===== config.mk =====
export PLATFORM = sky130hd
export DESIGN_NAME = scsi_sel_ctrl
export DESIGN_NICKNAME = d
export VERILOG_FILES = /design/src/rtl/scsi_sel_pkg.sv /design/src/rtl/sel_interval.sv /design/src/rtl/sel_poll_ctr.sv /design/src/rtl/scsi_sel_ctrl.sv
export SDC_FILE = /design/constraint.sdc
export NUM_CORES = 1
export LEC_CHECK = 0
export BUFFER_PORTS_ARGS = -buffer_cell sky130_fd_sc_hd__buf_2
export CORE_ASPECT_RATIO = 0.7
export CORE_MARGIN = 2
export CORE_UTILIZATION = 45
export CTS_BUF_LIST = sky130_fd_sc_hd__clkbuf_16
export CTS_CLUSTER_DIAMETER = 50
export CTS_CLUSTER_SIZE = 30
export DETAILED_ROUTE_END_ITERATION = 10
export PLACE_DENSITY = 0.77
export SLEW_MARGIN = 20
export SYNTH_ARGS = -nofsm -noshare
export SYNTH_HDL_FRONTEND = slang
export SYNTH_SLANG_ARGS = --single-unit

===== constraint.sdc =====
create_clock -name clk -period 3.61 [get_ports clk]
set_input_delay 0.361 -clock clk [delete_from_list [all_inputs] [get_ports clk]]
set_output_delay 0.361 -clock clk [all_outputs]
set_load 0.1 [all_outputs]

===== src/rtl/scsi_sel_pkg.sv =====
package scsi_sel_pkg;
    typedef enum logic [1:0] {
        ST_IDLE,
        ST_CHECK,
        ST_DRIVE,
        ST_REPORT
    } sel_state_e;
endpackage


===== src/rtl/sel_interval.sv =====
module sel_interval #(
    parameter int TICKS = 100
) (
    input  logic clk,
    input  logic rst_n,
    input  logic en,
    input  logic tick,
    output logic due
);
    localparam int CW = (TICKS > 1) ? $clog2(TICKS) : 1;

    logic [CW-1:0] cnt;
    logic          at_end;

    assign at_end = (cnt == CW'(TICKS - 1));
    assign due    = en && tick && at_end;

    always_ff @(posedge clk) begin
        if (!rst_n || !en) begin
            cnt <= '0;
        end else if (tick) begin
            cnt <= at_end ? '0 : cnt + 1'b1;
        end
    end

    AST_TICK_BOUND: assert property (@(posedge clk) disable iff (!rst_n)
        en |-> (cnt <= CW'(TICKS - 1)));
endmodule


===== src/rtl/sel_poll_ctr.sv =====
module sel_poll_ctr #(
    parameter int MAX = 2500
) (
    input  logic clk,
    input  logic rst_n,
    input  logic en,
    input  logic step,
    output logic last
);
    localparam int PW = (MAX > 1) ? $clog2(MAX) : 1;

    logic [PW-1:0] cnt;

    assign last = (cnt == PW'(MAX - 1));

    always_ff @(posedge clk) begin
        if (!rst_n || !en) begin
            cnt <= '0;
        end else if (step && !last) begin
            cnt <= cnt + 1'b1;
        end
    end

    AST_POLL_BOUND: assert property (@(posedge clk) disable iff (!rst_n)
        en |-> (cnt <= PW'(MAX - 1)));
endmodule


===== src/rtl/scsi_sel_ctrl.sv =====
module scsi_sel_ctrl
    import scsi_sel_pkg::*;
#(
    parameter int ID_W           = 3,
    parameter int INIT_BIT       = 7,
    parameter int IDLE_SAMPLES   = 3,
    parameter int TICKS_PER_POLL = 100,
    parameter int MAX_POLLS      = 2500
) (
    input  logic                 clk,
    input  logic                 rst_n,
    input  logic                 start,
    input  logic [ID_W-1:0]      target_id,
    input  logic                 clr_sel,
    input  logic                 us_tick,
    input  logic                 bsy_in,
    input  logic                 sel_in,
    output logic [(1<<ID_W)-1:0] data_out,
    output logic                 data_oe,
    output logic                 sel_out,
    output logic                 done,
    output logic                 fail,
    output logic                 selected
);
    localparam int DATA_W = 1 << ID_W;
    localparam int CKW    = (IDLE_SAMPLES > 1) ? $clog2(IDLE_SAMPLES) : 1;

    sel_state_e      state, state_nx;
    logic [CKW-1:0]  chk_cnt;
    logic [ID_W-1:0] tgt_q;
    logic            fail_q, selected_q;
    logic            in_drive, poll_due, poll_last;
    logic            go_ok, go_bad, accept;
    logic [DATA_W-1:0] id_byte;

    assign in_drive = (state == ST_DRIVE);
    assign accept   = (state == ST_IDLE) && start;

    // ID byte: initiator bit merged with one-hot target bit
    for (genvar i = 0; i < DATA_W; i++) begin : g_idbit
        assign id_byte[i] = (tgt_q == ID_W'(i)) || (i == INIT_BIT);
    end

    sel_interval #(.TICKS(TICKS_PER_POLL)) u_interval (
        .clk(clk), .rst_n(rst_n), .en(in_drive), .tick(us_tick), .due(poll_due)
    );

    sel_poll_ctr #(.MAX(MAX_POLLS)) u_polls (
        .clk(clk), .rst_n(rst_n), .en(in_drive), .step(poll_due), .last(poll_last)
    );

    // next state
    always_comb begin
        state_nx = state;
        go_ok    = 1'b0;
        go_bad   = 1'b0;
        unique case (state)
            ST_IDLE: begin
                if (start) begin
                    if (selected_q) begin
                        state_nx = ST_REPORT;
                        go_ok    = 1'b1;
                    end else begin
                        state_nx = ST_CHECK;
                    end
                end
            end
            ST_CHECK: begin
                if (bsy_in || sel_in) begin
                    state_nx = ST_REPORT;
                    go_bad   = 1'b1;
                end else if (chk_cnt == CKW'(IDLE_SAMPLES - 1)) begin
                    state_nx = ST_DRIVE;
                end
            end
            ST_DRIVE: begin
                if (poll_due) begin
                    if (bsy_in) begin
                        state_nx = ST_REPORT;
                        go_ok    = 1'b1;
                    end else if (poll_last) begin
                        state_nx = ST_REPORT;
                        go_bad   = 1'b1;
                    end
                end
            end
            ST_REPORT: state_nx = ST_IDLE;
            default:   state_nx = ST_IDLE;
        endcase
    end

    // state register and held status
    always_ff @(posedge clk) begin
        if (!rst_n) begin
            state      <= ST_IDLE;
            chk_cnt    <= '0;
            tgt_q      <= '0;
            fail_q     <= 1'b0;
            selected_q <= 1'b0;
        end else begin
            state   <= state_nx;
            chk_cnt <= (state == ST_CHECK) ? chk_cnt + 1'b1 : '0;
            if (accept) begin
                tgt_q  <= target_id;
                fail_q <= 1'b0;
            end else if (go_bad) begin
                fail_q <= 1'b1;
            end
            if (clr_sel)
                selected_q <= 1'b0;
            else if (go_ok)
                selected_q <= 1'b1;
        end
    end

    // outputs
    always_comb begin
        sel_out  = in_drive;
        data_oe  = in_drive;
        data_out = in_drive ? id_byte : '0;
        done     = (state == ST_REPORT);
        fail     = fail_q;
        selected = selected_q;
    end

    AST_DONE_PULSE: assert property (@(posedge clk) disable iff (!rst_n)
        done |=> !done);
    AST_RELEASED_AT_DONE: assert property (@(posedge clk) disable iff (!rst_n)
        done |-> (!sel_out && !data_oe && data_out == '0));
    AST_ID_SHAPE: assert property (@(posedge clk) disable iff (!rst_n)
        data_oe |-> (data_out[INIT_BIT] && $countones(data_out) <= 2));
    AST_FREE_BEFORE_DRIVE: assert property (@(posedge clk) disable iff (!rst_n)
        $rose(sel_out) |-> $past(!bsy_in && !sel_in));
    AST_SET_ON_SUCCESS: assert property (@(posedge clk) disable iff (!rst_n)
        $rose(selected) |-> (done && !fail));
    AST_FAIL_UNSELECTED: assert property (@(posedge clk) disable iff (!rst_n)
        (done && fail) |-> !selected);
endmodule


# Yosys cells after proc, flatten, opt, wreduce, memory -nomap -nowiden

Index checks and enable logic that the tools add are counted.

Mux-type cells: 20
$add $sub $neg: 3
Equal/unequal tests: 16
Reductions and logical operators: 15
Bitwise gates (word level): 1

Operators with widths:

| cell                                           | number |
|---|---|
| two-way mux 2 bit                              | 7 |
| adder 12 x 1 -> 12 bit (second input constant) | 1 |
| == test 12 bit (second input constant)         | 1 |
| == test 3 bit (second input constant)          | 3 |
| two-way mux 1 bit                              | 8 |
| two-way mux 8 bit                              | 1 |
| case mux 2 bit (4 select lines)                | 1 |
| adder 7 x 1 -> 7 bit (second input constant)   | 1 |
| == test 7 bit (second input constant)          | 1 |
| two-way mux 7 bit                              | 1 |
| == test 2 bit (second input constant)          | 3 |
| == test 3 x 2 -> 1 bit (second input constant) | 2 |
| logical AND 1 bit                              | 4 |
| case mux 1 bit (2 select lines)                | 2 |
| AND reduction 4 bit                            | 1 |
| OR reduction 2 bit                             | 2 |
| == test 3 x 1 -> 1 bit (second input constant) | 1 |
| logical NOT 1 bit                              | 3 |
| logical NOT 3 bit                              | 1 |
| != test 3 x 2 -> 1 bit (second input constant) | 1 |
| != test 3 bit (second input constant)          | 1 |
| adder 2 x 1 -> 2 bit (second input constant)   | 1 |
| == test 2 x 1 -> 1 bit (second input constant) | 1 |
| logical NOT 2 bit                              | 1 |
| other kinds (5)                                | 6 |

Register bits after elaboration: 28
Bits of input ports: 10

# Longest topological paths before layout

Word-level depth: 5
Mapped depth: 7
Mapped depth without buffers: 6

# By module

A second synthesis with hierarchy kept.

Cell total of the unflattened synthesis: 183
Area total of the unflattened synthesis: 1627.8 sq um

By module, submodules not included:

| module        | times used | seq. area each (sq um) | area an instance (sq um) | cells an instance |
|---|---|---|---|---|
| sel_poll_ctr  | 1          | 240.2                  | 696.9                    | 80 |
| scsi_sel_ctrl | 1          | 180.2                  | 600.6                    | 68 |
| sel_interval  | 1          | 140.1                  | 330.3                    | 35 |

# Least setup slack after synthesis

Ideal clock, no wire load.

Path type: register -> output
Start point: register state[0]
End point: output port data_out[0]
Cell stages (with the launch flop): 6
Path buffers: 1
Arrival time: 3.784 ns
Slack: -0.535 ns
Cells stage by stage: dfxtp_1 inv_1 ha_1 clkbuf_1 nand2b_1 nor3_1

Word-level cells in the longest chain between the ends: 2

RTL lines:

| element                  | line                 | source |
|---|---|---|
| start: declaration       | scsi_sel_ctrl.sv:28  | `sel_state_e state, state_nx;` |
| start signal: assignment | scsi_sel_ctrl.sv:101 | `state <= state_nx;` |
| == test 2 bit            | scsi_sel_ctrl.sv:36  | `assign in_drive = (state == ST_DRIVE);` |
| named net data_oe        | scsi_sel_ctrl.sv:19  | `output logic data_oe,` |
| two-way mux 8 bit        | scsi_sel_ctrl.sv:120 | `data_out = in_drive ? id_byte : '0;` |
| end: declaration         | scsi_sel_ctrl.sv:18  | `output logic [(1<<ID_W)-1:0] data_out,` |

The timed path passes the listed nets, and every way through them passes these cells.

# Final worst setup path

Start point: register state[0]
End point: register u_polls.cnt[8]

Word-level cells in the longest chain between the ends: 4

RTL lines:

| element                         | line                | source |
|---|---|---|
| == test 2 bit *                 | scsi_sel_ctrl.sv:36 |  |
| logical AND 1 bit (2 in series) | sel_interval.sv:16  | `assign due = en && tick && at_end;` |
| logical AND 1 bit               | sel_poll_ctr.sv:19  | `end else if (step && !last) begin` |
| end signal: assignment          | sel_poll_ctr.sv:20  | `cnt <= cnt + 1'b1;` |
| end: declaration                | sel_poll_ctr.sv:12  | `logic [PW-1:0] cnt;` |

Every way passes the cells marked *; elsewhere a longest branch is shown, timed or not.
A chain may end at the register's enable or synchronous reset.

==> impl_metrics.env <==
export IMPL_dpl_cell_area_um2=1680
export IMPL_timing_final_crit_share_pct=64.9
export IMPL_cp_required_ns=3.77
export IMPL_grt_pass1_vias=1219
export IMPL_slew_headroom_pct=43.6
export IMPL_path_max_fanout=15
export IMPL_clock_sinks=28
export IMPL_worst_path_buf_inv=2
export IMPL_synth_edf_count=0
export IMPL_netlist_area_um2=1550
export IMPL_ant_nets=0
export IMPL_routed_wl_mm=3.25
export IMPL_ys_ff_latch=28
export IMPL_htreeDepth=1
export IMPL_gp_congestion=0.831
export IMPL_reg2regPathDepth=6
export IMPL_grtUsageTotal_pct=19.1
export IMPL_whs_path_depth=2
export IMPL_rsz0062_at_grt="false"
export IMPL_hold_viol=0
export IMPL_die_area_um2=3940
export IMPL_worstSetupStartpointType="register"
export IMPL_syn_inst=184
export IMPL_critPathCaptureType="register"
export IMPL_tightest_slew_ns=0.840
export IMPL_cts_tree="built"
export IMPL_path_class="register to register"
export IMPL_critPathSlowestCell="nor3_1"
export IMPL_core_area_um2=3210
export IMPL_postCtsSetupBuffers=0
export IMPL_syn_mean_instance_area_um2=8.43
export IMPL_dr_wl_met2_mm=1.38
export IMPL_antenna_found_initial=0
export IMPL_die_height_um=53.1
export IMPL_die_w_um=74.2
export IMPL_max_stage_delay_ns=0.72
export IMPL_numCtsBuffers=3
export IMPL_insertedDiodeCount=0
export IMPL_wl_per_cell_um=13.0
export IMPL_irDropWorstVdd_v=0.000353
export IMPL_ctsHoldBuffers=0
export IMPL_first_pass_iters=4
export IMPL_drc=0
export IMPL_areaGrowthSynthToFinish_pct=15.7
export IMPL_fin_tns_setup_ns=0
export IMPL_drt_met1_wl_mm=1.69
export IMPL_cts_root_buffer="clkbuf_16"
export IMPL_syn_nets=201
export IMPL_path_depth=6
export IMPL_yosys_warnings=0
export IMPL_async_flop_share_pct=0
export IMPL_power_density_nw_per_um2=470
export IMPL_fmax_mhz=427
export IMPL_pin_count=23
export IMPL_cpMostUsedCell="inv_1"
export IMPL_leakage_uw=0.000684
export IMPL_synth_sequential_area_ratio_pct=36.2
export IMPL_ys_flop_type="dfxtp_1"
export IMPL_status="complete, no violations"
export IMPL_synth_top_area_share_pct=36.2
export IMPL_clk_latency_ns=0.26
export IMPL_hp_class="primary input to register"
export IMPL_synth_top_area_cell="dfxtp_1"
export IMPL_numPortBuffers=22
export IMPL_synthTopCellsByArea="dfxtp_1 (36%), ha_1 (5.6%), nor2_1 (5.3%)"
export IMPL_viasPerCell=5.41
export IMPL_clk_path_buf_depth=2
export IMPL_ys_types=44
export IMPL_grt_max_degree=17
export IMPL_cp_cell_sequence="inv_1 > ha_1 > inv_1 > nor3_1 > a31oi_1 > a41o_1"
export IMPL_rows=17
export IMPL_overflow=0
export IMPL_dr_wl_met3_um=163
export IMPL_grt_pass1_wl_mm=5.69
export IMPL_floorplan_initialDensity_pct=48.3
export IMPL_vias=1346
export IMPL_drv_slew=0
export IMPL_cts_reportedPaths_clkPinSlew_ns=0.07
export IMPL_drt_first_iter_violations=76
export IMPL_finalNetCount=220
export IMPL_design_area_um2=1790
export IMPL_fin_crit_ns=2.34
export IMPL_crit_arrival_ns=2.50
export IMPL_setup_viol=0
export IMPL_max_cap_viol_count=0
export IMPL_dpl_hpwl_mm=2.28
export IMPL_path_delay_family="simple AND/OR/NAND/NOR gates"
export IMPL_cts_resized=0
export IMPL_clock_skew_ns=0.00363
export IMPL_drive_gt1_share_pct=19.3
export IMPL_topRoutingLayerUsed="met4"
export IMPL_final_util_pct=55.9
[placed cells by master (no fill, tap or decap), types with 3 or more instances in the layout]
cell,instances
xnor2_1,3
nor2_1,22
dfxtp_1,28
a41o_1,3
inv_1,9
nand4_1,4
buf_2,22
nand2b_1,6
mux2i_1,4
o31ai_1,4
a21oi_1,9
xor2_1,3
o21ai_0,5
a21boi_0,3
or4_1,3
ha_1,7
nand2_1,21
nor3_2,3
nand3_1,8
a31oi_1,3
clkbuf_16,3
[flip-flops by register name, summed over array words and instances, names as in the netlist]
register,count
chk_cnt,2
fail,1
u_polls.cnt,12
selected,1
u_interval.cnt,7
tgt_q,3
state,2
[worst reg2reg max path, delay by kind of cell, from the launching register on]
kind	cells	cell delay (ns)
AOI/OAI and AO/OA	2	0.42
adders and majority gates	1	0.47
and+or+nand+nor	1	0.72
buffers and inverters	2	0.27
DFF	1	0.35
[metrics by stage]
stage                     instances  hold WS, ns  setup slack [ns]  power, uW
after detailed placement        245        0.410              1.34        521
after CTS                       249        0.244              1.29        847
after floorplan                 184        0.391             0.212        491
after global placement          245        0.408              1.36        520
after global routing            249        0.246              1.07        886
final                           249        0.247              1.27        843
[routing by layer]
layer	vias up	global-route usage, %
met5	-	0
met4	0	3.33
met3	2	4.57
met2	28	29.6
met1	616	27.2
li1	700	-
[cells in the mapped netlist (2+ instances only)]
cell type and instances:
a41o_1 3, ha_1 7, nand4_1 4, xor2_1 3, nor4_1 2, or2_2 2, clkbuf_1 5, dfxtp_1 28
mux2i_1 4, a21oi_1 9, or4_1 3, nor2_1 22, nand2_1 21, nand4b_1 2, nand2b_1 6, o21ai_0 5
buf_4 2, inv_1 9, nor3_1 4, xnor2_1 3, a21boi_0 3, a31oi_1 3, nand3_1 8, or3_4 2
and2_1 2, o31ai_1 4
[power breakdown]
part / switching (uW) / total [uW] / internal [uW]
Sequential: 14.3 / 337 / 323
Combinational: 127 / 178 / 51.8
Clock: 106 / 327 / 221
Total: 247 / 843 / 596
[area by class of cell]
| class | instances | area (um^2) |
|---|---|---|
| fillers | 293 | 1420 |
| multi-input cells | 139 | 926 |
| clock buffers | 3 | 75.1 |
| well taps | 47 | 58.8 |
| clock inverters | 1 | 30.0 |
| flip-flops and latches | 28 | 561 |
| repair buffers | 22 | 110 |
| inverters | 9 | 33.8 |
[logic make-up after synthesis]
group / synth area share, %
buf+inv: 5.08
xor+xnor: 3.39
compound gates: 16.5
fa+ha+maj: 5.65
simple gates: 29.9
flops: 36.2
mux: 3.31
[worst paths after layout]
kind	from	slack, ns	end
min reg2reg	chk_cnt[0]$_SDFF_PN0_	0.42	chk_cnt[0]$_SDFF_PN0_
max reg2reg	state[0]$_SDFFE_PN0P_	1.27	u_polls.cnt[8]$_SDFFE_PP0P_
max	state[0]$_SDFFE_PN0P_	1.27	u_polls.cnt[8]$_SDFFE_PP0P_
min	clr_sel	0.25	selected$_SDFFE_PP0P_
Note: power is estimated with default switching activity, not from simulation.
